<file path="src/rtl/f64_to_uint_cvt.sv">
module f64_to_uint_cvt (
  input  logic        clk,
  input  logic        rst_n,
  input  logic        in_valid,
  input  logic [63:0] in_op,
  input  logic        wide_en,
  input  logic        req_w64,
  input  logic [1:0]  glob_rm,
  input  logic        ovr_en,
  input  logic [1:0]  ovr_rm,
  input  logic        inv_mask,
  output logic        out_valid,
  output logic [63:0] out_result,
  output logic        out_invalid,
  output logic        out_inexact,
  output logic        out_exc
);
  localparam logic [10:0] BIAS_INT = 11'd1075;
  localparam logic [10:0] MAX_EXP  = 11'd1086;

  logic        sgn, w64, is_spec, is_sub, right, huge, g, st, inc, ovf, bad, inx;
  logic [10:0] ex;
  logic [51:0] fr;
  logic [52:0] mant, ip;
  logic [1:0]  rm;
  logic [5:0]  kc, lsh;
  logic [106:0] t;
  logic [63:0] rmag, lmag, mag, sat, res_d;
  logic        exc_d, w_q;

  assign sgn  = in_op[63];
  assign ex   = in_op[62:52];
  assign fr   = in_op[51:0];
  assign w64  = wide_en & req_w64;
  assign rm   = ovr_en ? ovr_rm : glob_rm;
  assign is_spec = &ex;
  assign is_sub  = (ex == 11'd0);
  assign mant = {1'b1, fr};

  assign right = ex < BIAS_INT;
  assign huge  = ex > MAX_EXP;
  assign kc    = (ex <= 11'd1021) ? 6'd54 : 6'(BIAS_INT - ex);
  assign t     = {mant, 54'b0} >> kc;
  assign ip    = t[106:54];
  assign g     = t[53];
  assign st    = |t[52:0];

  always_comb begin
    case (rm)
      2'b00:   inc = g & (st | ip[0]);
      2'b01:   inc = sgn & (g | st);
      2'b10:   inc = ~sgn & (g | st);
      default: inc = 1'b0;
    endcase
  end

  assign rmag = {11'b0, ip} + {63'b0, inc};
  assign lsh  = huge ? 6'd0 : 6'(ex - BIAS_INT);
  assign lmag = {11'b0, mant} << lsh;
  assign mag  = right ? rmag : lmag;

  assign ovf = ~right & huge | (~w64 & (|mag[63:32]));
  assign bad = is_spec | (~is_sub & (ovf | (sgn & (mag != 64'd0))));
  assign inx = ~bad & (is_sub ? (fr != 52'd0) : (right & (g | st)));
  assign sat = w64 ? {64{1'b1}} : {32'b0, {32{1'b1}}};

  always_comb begin
    if (bad)
      res_d = inv_mask ? sat : 64'd0;
    else if (is_sub | sgn)
      res_d = 64'd0;
    else
      res_d = w64 ? mag : {32'b0, mag[31:0]};
  end

  assign exc_d = in_valid & bad & ~inv_mask;

  always_ff @(posedge clk or negedge rst_n) begin
    if (!rst_n) begin
      out_valid   <= 1'b0;
      out_exc     <= 1'b0;
      out_result  <= 64'd0;
      out_invalid <= 1'b0;
      out_inexact <= 1'b0;
      w_q         <= 1'b0;
    end else begin
      out_valid   <= in_valid & ~exc_d;
      out_exc     <= exc_d;
      out_result  <= in_valid ? res_d : 64'd0;
      out_invalid <= in_valid & bad;
      out_inexact <= in_valid & inx;
      w_q         <= w64;
    end
  end

  a_r1_one_cycle: assert property (@(posedge clk) disable iff (!rst_n)
    in_valid |=> (out_valid ^ out_exc));
  a_r1_idle: assert property (@(posedge clk) disable iff (!rst_n)
    !in_valid |=> (!out_valid && !out_exc));
  a_r6_upper_zero: assert property (@(posedge clk) disable iff (!rst_n)
    (out_valid && !w_q) |-> (out_result[63:32] == 32'd0));
  a_r5_saturate: assert property (@(posedge clk) disable iff (!rst_n)
    (out_valid && out_invalid) |-> (out_result == (w_q ? {64{1'b1}} : {32'b0, {32{1'b1}}})));
  a_r7_special: assert property (@(posedge clk) disable iff (!rst_n)
    ($past(in_valid) && $past(&in_op[62:52])) |-> out_invalid);
  a_r9_flag_excl: assert property (@(posedge clk) disable iff (!rst_n)
    !(out_invalid && out_inexact));
  a_r10_exc: assert property (@(posedge clk) disable iff (!rst_n)
    out_exc |-> (out_invalid && !out_valid && !out_inexact && out_result == 64'd0));
endmodule

</file>
<file path="config.mk">
export PLATFORM = sky130hd
export DESIGN_NAME = f64_to_uint_cvt
export DESIGN_NICKNAME = d
export VERILOG_FILES = /design/src/rtl/f64_to_uint_cvt.sv
export SDC_FILE = /design/constraint.sdc
export NUM_CORES = 1
export LEC_CHECK = 0
export BUFFER_PORTS_ARGS = -buffer_cell sky130_fd_sc_hd__buf_2
export CAP_MARGIN = 20
export CORE_UTILIZATION = 49
export CTS_CLUSTER_DIAMETER = 40
export CTS_CLUSTER_SIZE = 20
export DETAILED_ROUTE_END_ITERATION = 10
export PLACE_DENSITY = 0.73
export SLEW_MARGIN = 25
export SYNTH_ARGS = -nofsm -noshare
export SYNTH_HDL_FRONTEND = slang
export SYNTH_SLANG_ARGS = --single-unit
</file>
<file path="constraint.sdc">
create_clock -name clk -period 0.8 [get_ports clk]
set_input_delay 0.04 -clock clk [delete_from_list [all_inputs] [get_ports clk]]
set_output_delay 0.04 -clock clk [all_outputs]
set_load 0.03 [all_outputs]
</file>
==> results.md, run 1 <==
* Global route overflow at between 500 and 600
* Die outline height at around 180 um
* Overall Global Routing Usage at about four fifths
* Mapped Area at between 15000 and 20000 sq um
* IO Pins at roughly 140
* Synth Register Bits at a little under 70
* CTS Root Cell: clkbuf_16
* Initial Utilization at 50.4%
* Vias in the first global route at roughly 31000
* Outcome: stopped before the end
* I/O Buffers at ~140
* First-pass GRT wire length at about 210000 um
* Bufs on Longest Clock Path at 2
* Num CTS Buffers at 9
* Unique cell type count in the Yosys netlist at between 90 and 100
* Share of the synthesized area in the top cell type at 12.4%
* Post-synth EDFFs at 0
* Post-Syn Nets at roughly 2400
* Placed Area at ~24000 sq um
* Largest net degree at the start of global routing at 69
* Row count at 64
* Die X at between 150 and 200 um
* Post-synthesis async set-or-reset flop share at 100%
* CTS H-tree depth at 3
* Seq/Total Area, Yosys at 10.9%
* Clock sinks at just under 70
* GPL Wtd Cong at approximately 1.3
* Detailed placement HPWL at around 74000 um
* YS warnings at 0
* Halt Stage: global routing (5_1_grt)
* Err: [ERROR GRT-0116] Global routing finished with congestion. Check the congestion regions in the DRC Viewer.
* Syn_area_per_cell at 6.77 sq um
* Ranking of synthesized cells by area: mux2i_1 12%, dfrtp_1 11%, nand2_1 6.7%
* Ys flop type: dfrtp_1
* Pre-CTS setup slack at -6330 ps
* Post-synth top area cell: mux2i_1
* Post-Syn Instances at roughly 2300
-- per-layer routing --
| layer | overflow | global-route usage [%] |
|---|---|---|
| met3 | 11 | 66.9 |
| met4 | 216 | 83.4 |
| met2 | 307 | 95.3 |
| met1 | 9 | 79.7 |
| met5 | 7 | 33.6 |
-- cells in the mapped netlist (27+ instances only) --
cell	n
a211oi_1	38
nand2_1	277
mux2_2	36
o22ai_1	29
o211ai_1	32
mux2i_1	193
and2_1	37
clkbuf_1	137
dfrtp_1	68
buf_2	53
inv_1	48
nor2_1	265
nor2b_1	45
nor4_1	47
o21ai_0	114
nand3_1	81
o21ai_1	30
a221oi_1	44
buf_1	27
nor3_1	69
a21oi_1	140
o21a_1	32
-- what timing repair did --
| item | 4_1_cts |
|---|---|
| setup buffers | 60 |
| cloned | 6 |
| resized for setup | 288 |
| pin swaps | 51 |
| hold buffers | 2 |
| setup endpoints to repair | 136 |
| endpoints found under the hold margin | 70 |
-- per-stage QoR --
stage | std cells | hold WS, ps | TNS, ps
4_1_cts | 3683 | 79.5 | -376420
3_5_place_dp | 3599 | 74.0 | -425730
3_3_place_gp | 3599 | 61.9 | -420850
2_1_floorplan | 2299 | -256 | -376080
-- cell families after synthesis --
logic type | after synthesis | share of synthesized area [%]
DFF | 68 | 10.9
adders and majority gates | 10 | 0.804
muxes | 246 | 17.5
xor gates and xnor gates | 37 | 2.08
and+or+nand+nor | 971 | 30.2
AOI/OAI and AO/OA | 687 | 31.0
buffers and inverters | 280 | 7.51
==> inputs of run 2 (changes only) <==
CORE_UTILIZATION = 34   (was 49)
CTS_CLUSTER_DIAMETER = unset   (was 40)
CTS_CLUSTER_SIZE = unset   (was 20)
PLACE_DENSITY = unset   (was 0.73)
PLACE_DENSITY_LB_ADDON = 0.15   (was unset)
==> results.md, run 2 <==
* Share of the synthesized area in the top cell type at about an eighth
* Nets at between 3000 and 4000
* Standby leakage power at roughly 12 nW
* Largest reg by FF count: out_result
* IR Drop Worst-Case VDD at between 2 and 2.5 mV
* Commonest non-fill, non-tap cell in the layout: buf_4
* RSZ-0062 raised after global routing: true
* FMAX at between 0.15 and 0.2 GHz
* Pre-CTS setup slack at -6560 ps
* Core area at approximately 45000 sq um
* IO Pins at approximately 140
* Vias in the first global route at 23100
* Worst EP required at about 1100 ps
* Mapped Area at 15600 sq um
* Total number of vias at around 24000
* Final Routed Wirelength at around 110000 um
* Post-Syn Nets at between 2000 and 2500
* Critical path launch point type: input pin
* CTS H-tree depth at 3
* WL per Instance at about 27 um
* Max-slew violations at 0
* Fraction of layout cells with a size suffix above 1 at a little under half
* Most frequent cells in the layout: 1055 x buf_4, 274 x nand2_1, 255 x nor2_1, 160 x mux2i_1, 133 x a21oi_1
* Detailed placement HPWL at 86000 um
* Placed Area at about 24000 sq um
* Die X at between 200 and 250 um
* Syn_area_per_cell at roughly 6.8 sq um
* First-pass GRT wire length at 154000 um
* Overall Global Routing Usage at between 40% and 50%
* Area Growth Syn to Fin at 74.6%
* Num CTS Buffers at 9
* YS warnings at 0
* Most instantiated cells after synthesis: 277 x nand2_1, 265 x nor2_1, 193 x mux2i_1
* Total power per unit cell area at 1180 nW/um^2
* Vias per cell at 6.13
* CTS Root Cell: clkbuf_16
* Global route overflow at 0
* CTS tree: done
* Die outline height at 216 um
* Final min period at 6480 ps
* Largest net degree at the start of global routing at between 60 and 70
* Critical Path Slowest Stage Cell: or4b_4
* Post-Syn Instances at around 2300
* Clock slew seen by the registers of the worst setup and hold paths at 70 ps
* Crit path DAT at 6760 ps
* DRC Markers at 0
* Row count at 78
* Period Utilization, post-route at 810%
* Post-synth EDFFs at 0
* Slew @ Worst Pin at 882 ps
* GPL Wtd Cong at 1.06
* Die area at roughly 47000 sq um
* Total iterations of the first detailed-routing run at 6
* Initial Utilization at around 34%
* CP Capture Type: register
* Ranking of synthesized cells by area: mux2i_1 12%, dfrtp_1 11%, nand2_1 6.7%
* Initial antenna violation count at 2
* Max-cap violations at 0
* Bufs on Longest Clock Path at 2
* Max_slew headroom at about 41%
* Ys flop type: dfrtp_1
* Crit-path max cell delay at around 600 ps
* Max FFs per register at between 60 and 70
* Seq/Total Area, Yosys at ~11%
* I/O Buffers at ~140
* Final Hold Viols at 0
* Hold/Removal Path Class: in -> async
* Final setup viols at ~140
* Worst Setup Slack, final at -5680 ps
* DR iter-0 viols at about 3100
* Outcome: finished with violations
* CP top delay family: simple AND/OR/NAND/NOR gates
* Synth Register Bits at 68
* Antenna-violating nets left at 0
* Count leader, synth: nand2_1
* Post-route cell area at 27200 sq um
* CP Max Fanout at 8
* Violations in the final reports: setup timing
* Unique cell type count in the Yosys netlist at ~100
* Post-synthesis async set-or-reset flop share at between 90% and 100%
* Post-synth top area cell: mux2i_1
* Crit path kind: in -> reg
* Buffers & Inverters on Critical Path at 11
* Clock sinks at around 70
-- run 2: area by class of cell --
| class | count | area (sq um) |
|---|---|---|
| antenna | 3 | 7.51 |
| multi-input combinational | 1951 | 14100 |
| clock buffer | 10 | 239 |
| sequential | 68 | 1700 |
| tap | 600 | 751 |
| clock inverter | 6 | 95.1 |
| inverter | 49 | 191 |
| timing repair buffer | 1257 | 10100 |
| fill | 4150 | 18100 |
-- run 2: cell families (layout without fill, tap and decap cells) --
family,count (synthesis),in the layout,synth area share (%)
AOI/OAI and AO/OA,687,687,31.0
muxes,246,246,17.5
and+or+nand+nor,971,971,30.2
xor gates and xnor gates,37,37,2.08
adders and majority gates,10,10,0.804
buffers and inverters,280,1322,7.51
other,0,3,0
DFF,68,68,10.9
-- run 2: worst paths after layout --
kind                           start  depth (start not counted)  slack, ps             end
max                        in_op[53]                         38      -5680  out_result[22]
min                            rst_n                          2        130  out_result[34]
max in group asynchronous      rst_n                          3        180  out_result[28]
min in group clk            in_valid                          3        140     out_invalid
-- run 2: repair_timing --
| action | CTS | global route |
|---|---|---|
| hold buffers | 2 | 0 |
| cloned | 5 | 1 |
| setup endpoints to repair | 136 | 136 |
| pin swaps | 27 | 30 |
| setup buffers | 42 | 20 |
| endpoints found under the hold margin | 70 | 0 |
| gates resized for setup | 377 | 72 |
-- run 2: power breakdown --
group / switching [W] / internal [W] / leakage, nW
Sequential: 0.000146 / 0.00367 / 0.880
Clock: 0.00166 / 0.00284 / 0.163
Combinational: 0.0131 / 0.0106 / 11.4
-- run 2: per-layer routing --
metal  part of all wire, %  up-vias  GRT usage (%)
met4                   7.4        0           27.6
li1                      -    10700              -
met3                   9.1      366           7.44
met2                    43     1570           69.1
met5                     0        -              0
met1                    40    11500           56.6
-- run 2: metrics by stage --
step	setup TNS (ps)	cells	utilization [%]	total power, W	hold WS (ps)
2_1_floorplan	-376080	2299	-	0.0128	-256
3_3_place_gp	-442550	3859	53.8	0.0245	-37.0
3_5_place_dp	-441140	3859	53.8	0.0246	-30.3
4_1_cts	-373480	3923	59.0	0.0306	94.3
5_1_grt	-400900	3943	60.0	0.0329	126
6_report	-389180	3944	60.0	0.0320	132
Note: power is estimated with default switching activity, not from simulation.
